==> src/rtl/lsu_pkg.sv <==
package lsu_pkg;

  localparam int OP_W = 4;

  localparam logic [OP_W-1:0] OP_LB  = 4'd0;
  localparam logic [OP_W-1:0] OP_LBU = 4'd1;
  localparam logic [OP_W-1:0] OP_LH  = 4'd2;
  localparam logic [OP_W-1:0] OP_LHU = 4'd3;
  localparam logic [OP_W-1:0] OP_LW  = 4'd4;
  localparam logic [OP_W-1:0] OP_LWL = 4'd5;
  localparam logic [OP_W-1:0] OP_LWR = 4'd6;
  localparam logic [OP_W-1:0] OP_SB  = 4'd8;
  localparam logic [OP_W-1:0] OP_SH  = 4'd9;
  localparam logic [OP_W-1:0] OP_SW  = 4'd10;
  localparam logic [OP_W-1:0] OP_SWL = 4'd11;
  localparam logic [OP_W-1:0] OP_SWR = 4'd12;

  typedef enum logic [1:0] {SZ_BYTE, SZ_HALF, SZ_WORD, SZ_UNAL} lsu_size_e;

  typedef enum logic [1:0] {ST_IDLE, ST_RD1, ST_RD2} lsu_state_e;

  typedef struct packed {
    logic      valid;
    logic      is_load;
    logic      sext;
    lsu_size_e size;
    logic      left;
  } lsu_dec_t;

endpackage

==> src/rtl/lsu_agen.sv <==
module lsu_agen
  import lsu_pkg::*;
#(
  parameter int ADDR_W = 32,
  parameter int OFF_W  = 16,
  parameter int LSB_W  = 2
) (
  input  logic [ADDR_W-1:0] base_i,
  input  logic [OFF_W-1:0]  off_i,
  input  logic [OP_W-1:0]   op_i,
  output logic [ADDR_W-1:0] ea_o,
  output lsu_dec_t          dec_o,
  output logic              misal_o
);

  localparam int EXT_W = ADDR_W - OFF_W;

  assign ea_o = base_i + {{EXT_W{off_i[OFF_W-1]}}, off_i};

  always_comb begin
    dec_o = '0;
    unique case (op_i)
      OP_LB:   dec_o = '{valid: 1'b1, is_load: 1'b1, sext: 1'b1, size: SZ_BYTE, left: 1'b0};
      OP_LBU:  dec_o = '{valid: 1'b1, is_load: 1'b1, sext: 1'b0, size: SZ_BYTE, left: 1'b0};
      OP_LH:   dec_o = '{valid: 1'b1, is_load: 1'b1, sext: 1'b1, size: SZ_HALF, left: 1'b0};
      OP_LHU:  dec_o = '{valid: 1'b1, is_load: 1'b1, sext: 1'b0, size: SZ_HALF, left: 1'b0};
      OP_LW:   dec_o = '{valid: 1'b1, is_load: 1'b1, sext: 1'b0, size: SZ_WORD, left: 1'b0};
      OP_LWL:  dec_o = '{valid: 1'b1, is_load: 1'b1, sext: 1'b0, size: SZ_UNAL, left: 1'b1};
      OP_LWR:  dec_o = '{valid: 1'b1, is_load: 1'b1, sext: 1'b0, size: SZ_UNAL, left: 1'b0};
      OP_SB:   dec_o = '{valid: 1'b1, is_load: 1'b0, sext: 1'b0, size: SZ_BYTE, left: 1'b0};
      OP_SH:   dec_o = '{valid: 1'b1, is_load: 1'b0, sext: 1'b0, size: SZ_HALF, left: 1'b0};
      OP_SW:   dec_o = '{valid: 1'b1, is_load: 1'b0, sext: 1'b0, size: SZ_WORD, left: 1'b0};
      OP_SWL:  dec_o = '{valid: 1'b1, is_load: 1'b0, sext: 1'b0, size: SZ_UNAL, left: 1'b1};
      OP_SWR:  dec_o = '{valid: 1'b1, is_load: 1'b0, sext: 1'b0, size: SZ_UNAL, left: 1'b0};
      default: dec_o = '0;
    endcase
  end

  // Natural alignment is only demanded of half and full word accesses.
  always_comb begin
    unique case (dec_o.size)
      SZ_HALF: misal_o = ea_o[0];
      SZ_WORD: misal_o = |ea_o[LSB_W-1:0];
      default: misal_o = 1'b0;
    endcase
  end

endmodule

==> src/rtl/lsu_load_fmt.sv <==
module lsu_load_fmt
  import lsu_pkg::*;
#(
  parameter int DATA_W = 32,
  parameter int LSB_W  = 2
) (
  input  logic [DATA_W-1:0] word_i,
  input  logic [DATA_W-1:0] rt_i,
  input  lsu_size_e         size_i,
  input  logic              sext_i,
  input  logic              left_i,
  input  logic [LSB_W-1:0]  ofs_i,
  input  logic              be_i,
  output logic [DATA_W-1:0] res_o
);

  localparam int NB = DATA_W / 8;
  localparam logic [LSB_W-1:0] TOP_LANE  = LSB_W'(NB - 1);
  localparam logic [LSB_W-1:0] HALF_TOP  = LSB_W'(NB - 2);
  localparam logic [DATA_W-1:0] ONES     = '1;

  logic [LSB_W-1:0] lane, hlane, kept_lo, kept_hi;
  logic [7:0]       byte_v;
  logic [15:0]      half_v;

  // Lane that holds the addressed byte / half for the current byte order.
  assign lane    = be_i ? TOP_LANE - ofs_i : ofs_i;
  assign hlane   = be_i ? HALF_TOP - ofs_i : ofs_i;
  // Byte counts kept from the register for the left and right forms.
  assign kept_lo = be_i ? ofs_i : TOP_LANE - ofs_i;
  assign kept_hi = TOP_LANE - kept_lo;

  assign byte_v = 8'(word_i >> {lane, 3'b000});
  assign half_v = 16'(word_i >> {hlane, 3'b000});

  always_comb begin
    unique case (size_i)
      SZ_BYTE: res_o = {{(DATA_W-8){sext_i & byte_v[7]}}, byte_v};
      SZ_HALF: res_o = {{(DATA_W-16){sext_i & half_v[15]}}, half_v};
      SZ_WORD: res_o = word_i;
      default: begin
        if (left_i)
          res_o = (word_i << {kept_lo, 3'b000}) | (rt_i & ~(ONES << {kept_lo, 3'b000}));
        else
          res_o = (word_i >> {kept_hi, 3'b000}) | (rt_i & ~(ONES >> {kept_hi, 3'b000}));
      end
    endcase
  end

endmodule

==> src/rtl/lsu_store_merge.sv <==
module lsu_store_merge
  import lsu_pkg::*;
#(
  parameter int DATA_W = 32,
  parameter int LSB_W  = 2
) (
  input  logic [DATA_W-1:0] old_i,
  input  logic [DATA_W-1:0] wdata_i,
  input  lsu_size_e         size_i,
  input  logic              left_i,
  input  logic [LSB_W-1:0]  ofs_i,
  input  logic              be_i,
  output logic [DATA_W-1:0] merged_o
);

  localparam int NB = DATA_W / 8;
  localparam logic [LSB_W-1:0]  TOP_LANE = LSB_W'(NB - 1);
  localparam logic [LSB_W-1:0]  HALF_TOP = LSB_W'(NB - 2);
  localparam logic [DATA_W-1:0] ONES     = '1;
  localparam logic [DATA_W-1:0] BYTE_M   = DATA_W'(8'hFF);
  localparam logic [DATA_W-1:0] HALF_M   = DATA_W'(16'hFFFF);

  logic [LSB_W-1:0]  lane, hlane, skip_hi, skip_lo;
  logic [DATA_W-1:0] new_v, mask_v;

  assign lane    = be_i ? TOP_LANE - ofs_i : ofs_i;
  assign hlane   = be_i ? HALF_TOP - ofs_i : ofs_i;
  assign skip_hi = be_i ? ofs_i : TOP_LANE - ofs_i;
  assign skip_lo = TOP_LANE - skip_hi;

  always_comb begin
    unique case (size_i)
      SZ_BYTE: begin
        new_v  = {{(DATA_W-8){1'b0}}, wdata_i[7:0]} << {lane, 3'b000};
        mask_v = BYTE_M << {lane, 3'b000};
      end
      SZ_HALF: begin
        new_v  = {{(DATA_W-16){1'b0}}, wdata_i[15:0]} << {hlane, 3'b000};
        mask_v = HALF_M << {hlane, 3'b000};
      end
      SZ_WORD: begin
        new_v  = wdata_i;
        mask_v = ONES;
      end
      default: begin
        if (left_i) begin
          new_v  = wdata_i >> {skip_hi, 3'b000};
          mask_v = ONES >> {skip_hi, 3'b000};
        end else begin
          new_v  = wdata_i << {skip_lo, 3'b000};
          mask_v = ONES << {skip_lo, 3'b000};
        end
      end
    endcase
  end

  assign merged_o = (old_i & ~mask_v) | (new_v & mask_v);

endmodule

==> src/rtl/lsu_align.sv <==
module lsu_align
  import lsu_pkg::*;
#(
  parameter int ADDR_W = 32,
  parameter int DATA_W = 32,
  parameter int OFF_W  = 16
) (
  input  logic              clk,
  input  logic              rst,
  input  logic              req_valid,
  input  logic [OP_W-1:0]   req_op,
  input  logic [ADDR_W-1:0] req_base,
  input  logic [OFF_W-1:0]  req_offset,
  input  logic [DATA_W-1:0] req_wdata,
  input  logic [DATA_W-1:0] req_rtval,
  input  logic              big_endian,
  output logic              busy,
  output logic              resp_valid,
  output logic [DATA_W-1:0] resp_data,
  output logic              addr_err,
  output logic              mem_en,
  output logic              mem_we,
  output logic [ADDR_W-1:0] mem_addr,
  output logic [DATA_W-1:0] mem_wdata,
  input  logic [DATA_W-1:0] mem_rdata
);

  localparam int LSB_W = $clog2(DATA_W / 8);

  lsu_state_e        st;
  logic [ADDR_W-1:0] ea;
  lsu_dec_t          dec;
  logic              misal;

  logic              ctx_load, ctx_sext, ctx_left, ctx_be;
  lsu_size_e         ctx_size;
  logic [LSB_W-1:0]  ctx_ofs;
  logic [DATA_W-1:0] ctx_wdata, ctx_rt;
  logic [DATA_W-1:0] ld_res, st_res;

  lsu_agen #(.ADDR_W(ADDR_W), .OFF_W(OFF_W), .LSB_W(LSB_W)) agen_i (
    .base_i  (req_base),
    .off_i   (req_offset),
    .op_i    (req_op),
    .ea_o    (ea),
    .dec_o   (dec),
    .misal_o (misal)
  );

  lsu_load_fmt #(.DATA_W(DATA_W), .LSB_W(LSB_W)) ldfmt_i (
    .word_i (mem_rdata),
    .rt_i   (ctx_rt),
    .size_i (ctx_size),
    .sext_i (ctx_sext),
    .left_i (ctx_left),
    .ofs_i  (ctx_ofs),
    .be_i   (ctx_be),
    .res_o  (ld_res)
  );

  lsu_store_merge #(.DATA_W(DATA_W), .LSB_W(LSB_W)) merge_i (
    .old_i    (mem_rdata),
    .wdata_i  (ctx_wdata),
    .size_i   (ctx_size),
    .left_i   (ctx_left),
    .ofs_i    (ctx_ofs),
    .be_i     (ctx_be),
    .merged_o (st_res)
  );

  assign busy = (st != ST_IDLE);

  always_ff @(posedge clk) begin
    if (rst) begin
      st         <= ST_IDLE;
      mem_en     <= 1'b0;
      mem_we     <= 1'b0;
      mem_addr   <= '0;
      mem_wdata  <= '0;
      resp_valid <= 1'b0;
      resp_data  <= '0;
      addr_err   <= 1'b0;
      ctx_load   <= 1'b0;
      ctx_sext   <= 1'b0;
      ctx_left   <= 1'b0;
      ctx_be     <= 1'b0;
      ctx_size   <= SZ_BYTE;
      ctx_ofs    <= '0;
      ctx_wdata  <= '0;
      ctx_rt     <= '0;
    end else begin
      mem_en     <= 1'b0;
      mem_we     <= 1'b0;
      resp_valid <= 1'b0;
      addr_err   <= 1'b0;
      unique case (st)
        ST_IDLE: begin
          if (req_valid && dec.valid) begin
            if (misal) begin
              addr_err <= 1'b1;
            end else begin
              mem_en   <= 1'b1;
              mem_addr <= {ea[ADDR_W-1:LSB_W], {LSB_W{1'b0}}};
              if (!dec.is_load && dec.size == SZ_WORD) begin
                mem_we    <= 1'b1;
                mem_wdata <= req_wdata;
              end else begin
                st        <= ST_RD1;
                ctx_load  <= dec.is_load;
                ctx_sext  <= dec.sext;
                ctx_left  <= dec.left;
                ctx_size  <= dec.size;
                ctx_ofs   <= ea[LSB_W-1:0];
                ctx_be    <= big_endian;
                ctx_wdata <= req_wdata;
                ctx_rt    <= req_rtval;
              end
            end
          end
        end
        ST_RD1: st <= ST_RD2;
        ST_RD2: begin
          st <= ST_IDLE;
          if (ctx_load) begin
            resp_valid <= 1'b1;
            resp_data  <= ld_res;
          end else begin
            mem_en    <= 1'b1;
            mem_we    <= 1'b1;
            mem_wdata <= st_res;
          end
        end
        default: st <= ST_IDLE;
      endcase
    end
  end

endmodule

==> config.mk <==
export PLATFORM = sky130hd
export DESIGN_NAME = lsu_align
export DESIGN_NICKNAME = d
export VERILOG_FILES = /design/src/rtl/lsu_pkg.sv /design/src/rtl/lsu_agen.sv /design/src/rtl/lsu_load_fmt.sv /design/src/rtl/lsu_store_merge.sv /design/src/rtl/lsu_align.sv
export SDC_FILE = /design/constraint.sdc
export NUM_CORES = 1
export LEC_CHECK = 0
export ABC_AREA = 1
export BUFFER_PORTS_ARGS = -buffer_cell sky130_fd_sc_hd__buf_4
export CORE_MARGIN = 3
export CORE_UTILIZATION = 30
export CTS_CLUSTER_DIAMETER = 100
export CTS_CLUSTER_SIZE = 10
export DETAILED_ROUTE_END_ITERATION = 7
export GPL_TIMING_DRIVEN = 0
export PLACE_DENSITY_LB_ADDON = 0.3
export SLEW_MARGIN = 20
export SYNTH_ARGS = -nofsm -noshare
export SYNTH_HDL_FRONTEND = slang
export SYNTH_SLANG_ARGS = --single-unit
==> constraint.sdc <==
create_clock -name clk -period 2.53 [get_ports clk]
set_clock_uncertainty 0.2 [all_clocks]
set_input_delay 0.253 -clock clk [delete_from_list [all_inputs] [get_ports clk]]
set_output_delay 0.253 -clock clk [all_outputs]
set_load 0.01 [all_outputs]
* Word level (Yosys, flattened, before mapping) *
Memory sizes are Yosys's and may differ from the RTL's.
Cells that the tools add are included.

cells by class
  add/sub/neg operators = 4
  multipliers = 0
  divide/modulo/power cells = 0
  $lt $le $gt $ge = 0
  eq/ne operators = 11
  shift-type cells = 14
  muxes and demuxes = 29
  bitwise logic cells = 17
  reduce and logical (&&, ||, !) cells = 15

operator list
  kind                     count
  $pmux W32 S3             3
  $mux W32                 7
  $and A32 B32 Y32         4
  $not A32 Y32             3
  $or A32 B32 Y32          3
  $pmux W32 S2             1
  $shl A32 B5 Y32          2
  $shl A32 B5 Y32 const A  2
  $shr A32 B5 Y32          2
  $shr A32 B5 Y32 const A  2
  $add A32 B32 Y32         1
  $shl A16 B5 Y32          1
  $shl A16 B5 Y32 const A  1
  $shl A8 B5 Y32           1
  $shl A8 B5 Y32 const A   1
  $shr A32 B5 Y16          1
  $shr A32 B5 Y8           1
  $mux W2                  6
  $ne A2 B2 Y1 const B     5
  $mux W1                  8
  $eq A2 B1 Y1 const B     3
  $eq A2 B2 Y1 const B     3
  $pmux W1 S2              3
  $reduce_and A3 Y1        2
  other kinds (13)         24

word-level totals
  register bits = 172
  bits in latches = 0
  RAM bits = 0
  bits in read-only memories = 96
  input bits = 152
  output and inout port bits = 101
  word-level logic and storage cells = 107
  memories kept = 1

memory list
  name             words  width  read ports  clocked after memory_dff  write ports  RTL line        text
  (no name shown)  16     6      1           0                         0            lsu_agen.sv:22  unique case (op_i)

* Depth between registers and ports, before layout *
  word-level depth = 11
  depth in mapped cells = 19
  mapped depth without buffers = 18

* Modules after synthesis *
A second synthesis with hierarchy kept.

unflattened totals
  cells, all modules = 2719
  area, all modules = 14936.8 um^2

by module, submodules not included
  module           times used  cells each  area each (um^2)  sequential area each (um^2)
  lsu_align        1           939         6779.0            3443.3
  lsu_load_fmt     1           685         3042.9            0.0
  lsu_agen         1           524         2563.7            0.0
  lsu_store_merge  1           571         2551.2            0.0

* Worst setup path after synthesis *
OpenSTA, ideal clock, no wires.

  kind = input to register
  start = input req_op[0]
  end = register mem_addr[14]
  library setup time = 116 ps
  arrival time = 2148 ps
  data required time = 2214 ps
  setup slack = 66 ps
  cell stages on the path = 18
  buffers on the path = 2
  cells stage by stage = inv_1 > ha_1 > nand2_1 > nand2_1 > o21ai_0 > nand2_1 > inv_1 > ha_1 > inv_1 > nor2_1 > o21ai_0 > o211ai_1 > nor2_1 > buf_2 > buf_2 > nand3_1 > o211ai_1 > inv_1

RTL lines
  item                  RTL line          text
  from (decl)           lsu_align.sv:11   input logic [OP_W-1:0] req_op,
  to (signal assigned)  lsu_align.sv:103  mem_addr <= {ea[ADDR_W-1:LSB_W], {LSB_W{1'b0}}};
  to (decl)             lsu_align.sv:23   output logic [ADDR_W-1:0] mem_addr,

* Worst setup path after layout *
  start = register ctx_ofs[0]
  end = register mem_wdata[19]

on the way
  longest elaborated chain between the ends = 11
  elaborated cells on any way between the ends = 24
  those cells by class = add/sub: 3; shift: 8; mux: 9; bitwise: 4

ends and longest elaborated chain
  item                    RTL line                                      text
  from (decl)             lsu_align.sv:37                               logic [LSB_W-1:0] ctx_ofs;
  from (signal assigned)  lsu_align.sv:113                              ctx_ofs <= ea[LSB_W-1:0];
  $sub A2 B2 Y2           lsu_store_merge.sv:26, lsu_store_merge.sv:28
  $mux W2                 lsu_store_merge.sv:28                         assign skip_hi = be_i ? ofs_i : TOP_LANE - ofs_i;
  $sub A2 B2 Y2           lsu_store_merge.sv:29                         assign skip_lo = TOP_LANE - skip_hi;
  $shl A32 B5 Y32         lsu_store_merge.sv:51                         mask_v = ONES << {skip_lo, 3'b000};
  $mux W32                lsu_store_merge.sv:46                         if (left_i) begin
  $pmux W32 S3            lsu_store_merge.sv:32                         unique case (size_i)
  $not A32 Y32            lsu_store_merge.sv:57                         assign merged_o = (old_i & ~mask_v) | (new_v & mask_v);
  $and A32 B32 Y32        lsu_store_merge.sv:57
  $or A32 B32 Y32 (*)     lsu_store_merge.sv:57
  $mux W32 (*)            lsu_align.sv:124                              if (ctx_load) begin
  $pmux W32 S2 (*)        lsu_align.sv:96                               unique case (st)
  to (signal assigned)    lsu_align.sv:106                              mem_wdata <= req_wdata;
  to (signal assigned)    lsu_align.sv:130                              mem_wdata <= st_res;
  to (decl)               lsu_align.sv:24                               output logic [DATA_W-1:0] mem_wdata,

Mark *: on every way between the ends. The rest lies on a longest branch, timed or not. The select of a mux whose other input is x is not followed.
A chain may end at the register's enable or synchronous reset.

==> results.cfg <==
[power]
power_frac_seq_pct = 30.5
internal_power_w = 0.00560
p_leak_nw = 8.67
max-vdd-ir-drop_mv = 0.454
power_switching_w = 0.00450
pwr-share-clk_pct = 26.7
power.density_nw_per_um2 = 554
pwr-share-comb_pct = 42.8
switching_share_pct = 44.5
total_power_w = 0.0101

[setup_path]
reg2reg_from = ctx_ofs[0]
crit_family = buffers and inverters
critPathSlowestCell = dfxtp_4
cp.required_ns = 2.77
path_cells = buf_6, nand3_1, nand3_2, buf_6, buf_8, ha_1, a21oi_2, nand2_2, nand2_4, buf_8, a21oi_1, nand2_1, a21oi_1
critPathMaxStageDelay_ns = 0.37
crit_buf_inv = 4
start_kind = flop
end_kind = flop
critPathMaxFanout = 10
crit_start = ctx_ofs[0]
path_class = flop to flop
arrival_ns = 2.78

[drt]
wire_per_inst_um = 23.3
antenna_left = 0
via_count = 18100
via_per_inst = 5.30
drc = 0
first_pass_iters = 8
drt_iter0_markers = 1804
drt-total-wl_um = 79400

[die]
core_um2 = 44600
die_h_um = 219
io_pins = 253
initial_core_util_pct = 30.6
rows = 77
die_w_um = 219
die_area_um2 = 48100

[placement]
pre_cts_ws_ns = -1.09
portBuffers = 250
placed_cell_area_um2 = 16300
globalplace.congestion = 1.03
place_hpwl_um = 62300

[timing]
post-route-period-util_pct = 101
fmax_mhz = 393
hold_ws_ns = 0.0364
finalSetupTns_ns = -0.0145
min_period_ns = 2.54
slew_viol_final = 0
rsz0062_at_grt = true
max_slew_margin_pct = 36.2
hold_violations = 0
tightest_slew_ns = 0.956
setup_slack_ns = -0.0145
setup_viol = 1

[logic_synthesis]
yosys-top-cells-area = dfxtp_1, nand2_1, nand3_1
async_reset_ff_share_pct = 0
synth_edf_count = 0
ys_ff_latch = 172
ys_types = 38
synth_largest_area_cell = dfxtp_1
ys_seq_area_share_pct = 25.2
synth_most_common_cell = nand2_1
synth_warnings = 0
synthTopCellsByCount = nand2_1, nand3_1, nor2_1, inv_1, a21oi_1
syn_area_per_cell_um2 = 5.60
synth_area_um2 = 13700
netlist_instances = 2439
synth_top_area_share_pct = 25.2
synth_ff_type = dfxtp_1

[layout]
regArea_um2 = 3450
area_growth_pct = 33.6
num-nets-final = 2991
multi_input_area_um2 = 8930
fin_area_um2 = 18200
drive_gt1_share_pct = 16.7
num-fill-cells = 4978
num_antenna_cells = 0

[cts]
cts_root_buffer = clkbuf_16
clk_pin_slew_worst_paths_ns = 0.09
cts_buffer_depth = 2
cts_buffers = 17
numClockSinks = 172
cts_tree = yes
htreeDepth = 4
insertion_delay_ns = 0.51

[worst_hold_path]
min_from = mem_rdata[7]
hold_path_class = input port to flop

[global_routing]
grt_max_degree = 19
track_usage_pct = 32.2
grt-ovfl-total = 0
grt_pass1_vias = 16800
antenna_found_initial = 3
grt_pass1_wl_um = 113000

[status]
failed_checks = negative setup slack
outcome = finished with violations

[run]
max_cap_viol_count = 0
registers in the layout (all words and copies together) (netlist names):
name,count
mem_wdata,32
resp_data,32
mem_addr,30
ctx_rt,32
ctx_left,1
addr_err,1
resp_valid,1
mem_we,1
ctx_be,1
ctx_wdata,32
ctx_ofs,2
mem_en,1
ctx_size,2
st,2
ctx_load,1
ctx_sext,1
path summary, 6_finish.rpt:
| path | cells past startpoint | end | slack, ns |
|---|---|---|---|
| max reg2reg | 13 | mem_wdata[19] | -0.01 |
| min | 5 | resp_data[7] | 0.04 |
| max | 13 | mem_wdata[19] | -0.01 |
| min reg2reg | 1 | st[1] | 0.26 |
layer usage:
| metal | GRT usage (%) | vias to the layer above | share of wire (%) |
|---|---|---|---|
| met4 | 14.0 | 4 | 4.2 |
| met2 | 50.8 | 952 | 44 |
| met1 | 42.5 | 8334 | 42 |
| met5 | 0 | - | 0.033 |
| met3 | 6.65 | 176 | 9.2 |
| li1 | - | 8586 | - |
repair_timing:
item | 4_1_cts | 5_1_grt
hold buffers | 76 | 0
pin swaps | 4 | 16
cloned | 0 | 3
resized for setup | 70 | 153
endpoints found under the hold margin | 103 | 0
setup endpoints to repair | 160 | 155
setup buffers | 3 | 10
power by group through the flow:
stage               Clock [W]  Sequential, W  Combinational, W
floorplan                   0        0.00311           0.00214
global placement            0        0.00313           0.00380
detailed placement          0        0.00313           0.00380
CTS                   0.00274        0.00307           0.00403
global route          0.00283        0.00309           0.00461
finish                0.00270        0.00308           0.00433
tightest hold or removal path: cells and delay by family:
family / cells / cell delay [ns]
compound gates: 1 / 0.11
buf+inv: 1 / 0.15
simple gates: 3 / 0.19
through the flow:
step	util, %	instances
floorplan	-	2440
global placement	36.5	3282
detailed placement	36.5	3282
CTS	39.9	3393
global route	40.9	3405
finish	40.9	3405
cell families (layout without fill, tap and decap cells):
family | count (synthesis) | after routing | synth area share [%]
adder cells (fa/ha/maj) | 39 | 39 | 3.63
AND/OR/NAND/NOR | 1355 | 1356 | 40.7
other | 1 | 2 | 0.0275
flip-flops | 172 | 172 | 25.2
AO/OA/AOI/OAI | 470 | 470 | 18.3
XOR/XNOR | 11 | 11 | 0.706
buffers and inverters | 391 | 763 | 11.4
placed cells by master, fill, tap and decap left out, drive strengths merged:
cell and count:
a21o 1, o21a 18, nand3b 10, inv 264, o21ai 179, xor2 4
clkinvlp 5, buf 327, o211ai 31, nand3 265, nor3 9, nand2 798
o21bai 2, nor4 1, and2 1, fa 1, a21oi 232, dlygate4sd3 76
dfxtp 172, a21boi 1, xnor2 7, a31oi 1, and3 1, o22ai 5
nand4 12, nor2 259, clkinv 3, ha 38, conb 2, clkbuf 88
layout make-up:
cell class | instances | share of cell area [%]
Clock buffer | 17 | 2.33
Sequential cell | 172 | 18.9
Inverter | 257 | 5.32
Tap cell | 592 | 4.06
Multi-Input combinational cell | 1878 | 49.0
Clock inverter | 15 | 0.782
Buffer | 133 | 4.37
Timing Repair Buffer | 341 | 15.2
Note: power is estimated with default switching activity, not from simulation.
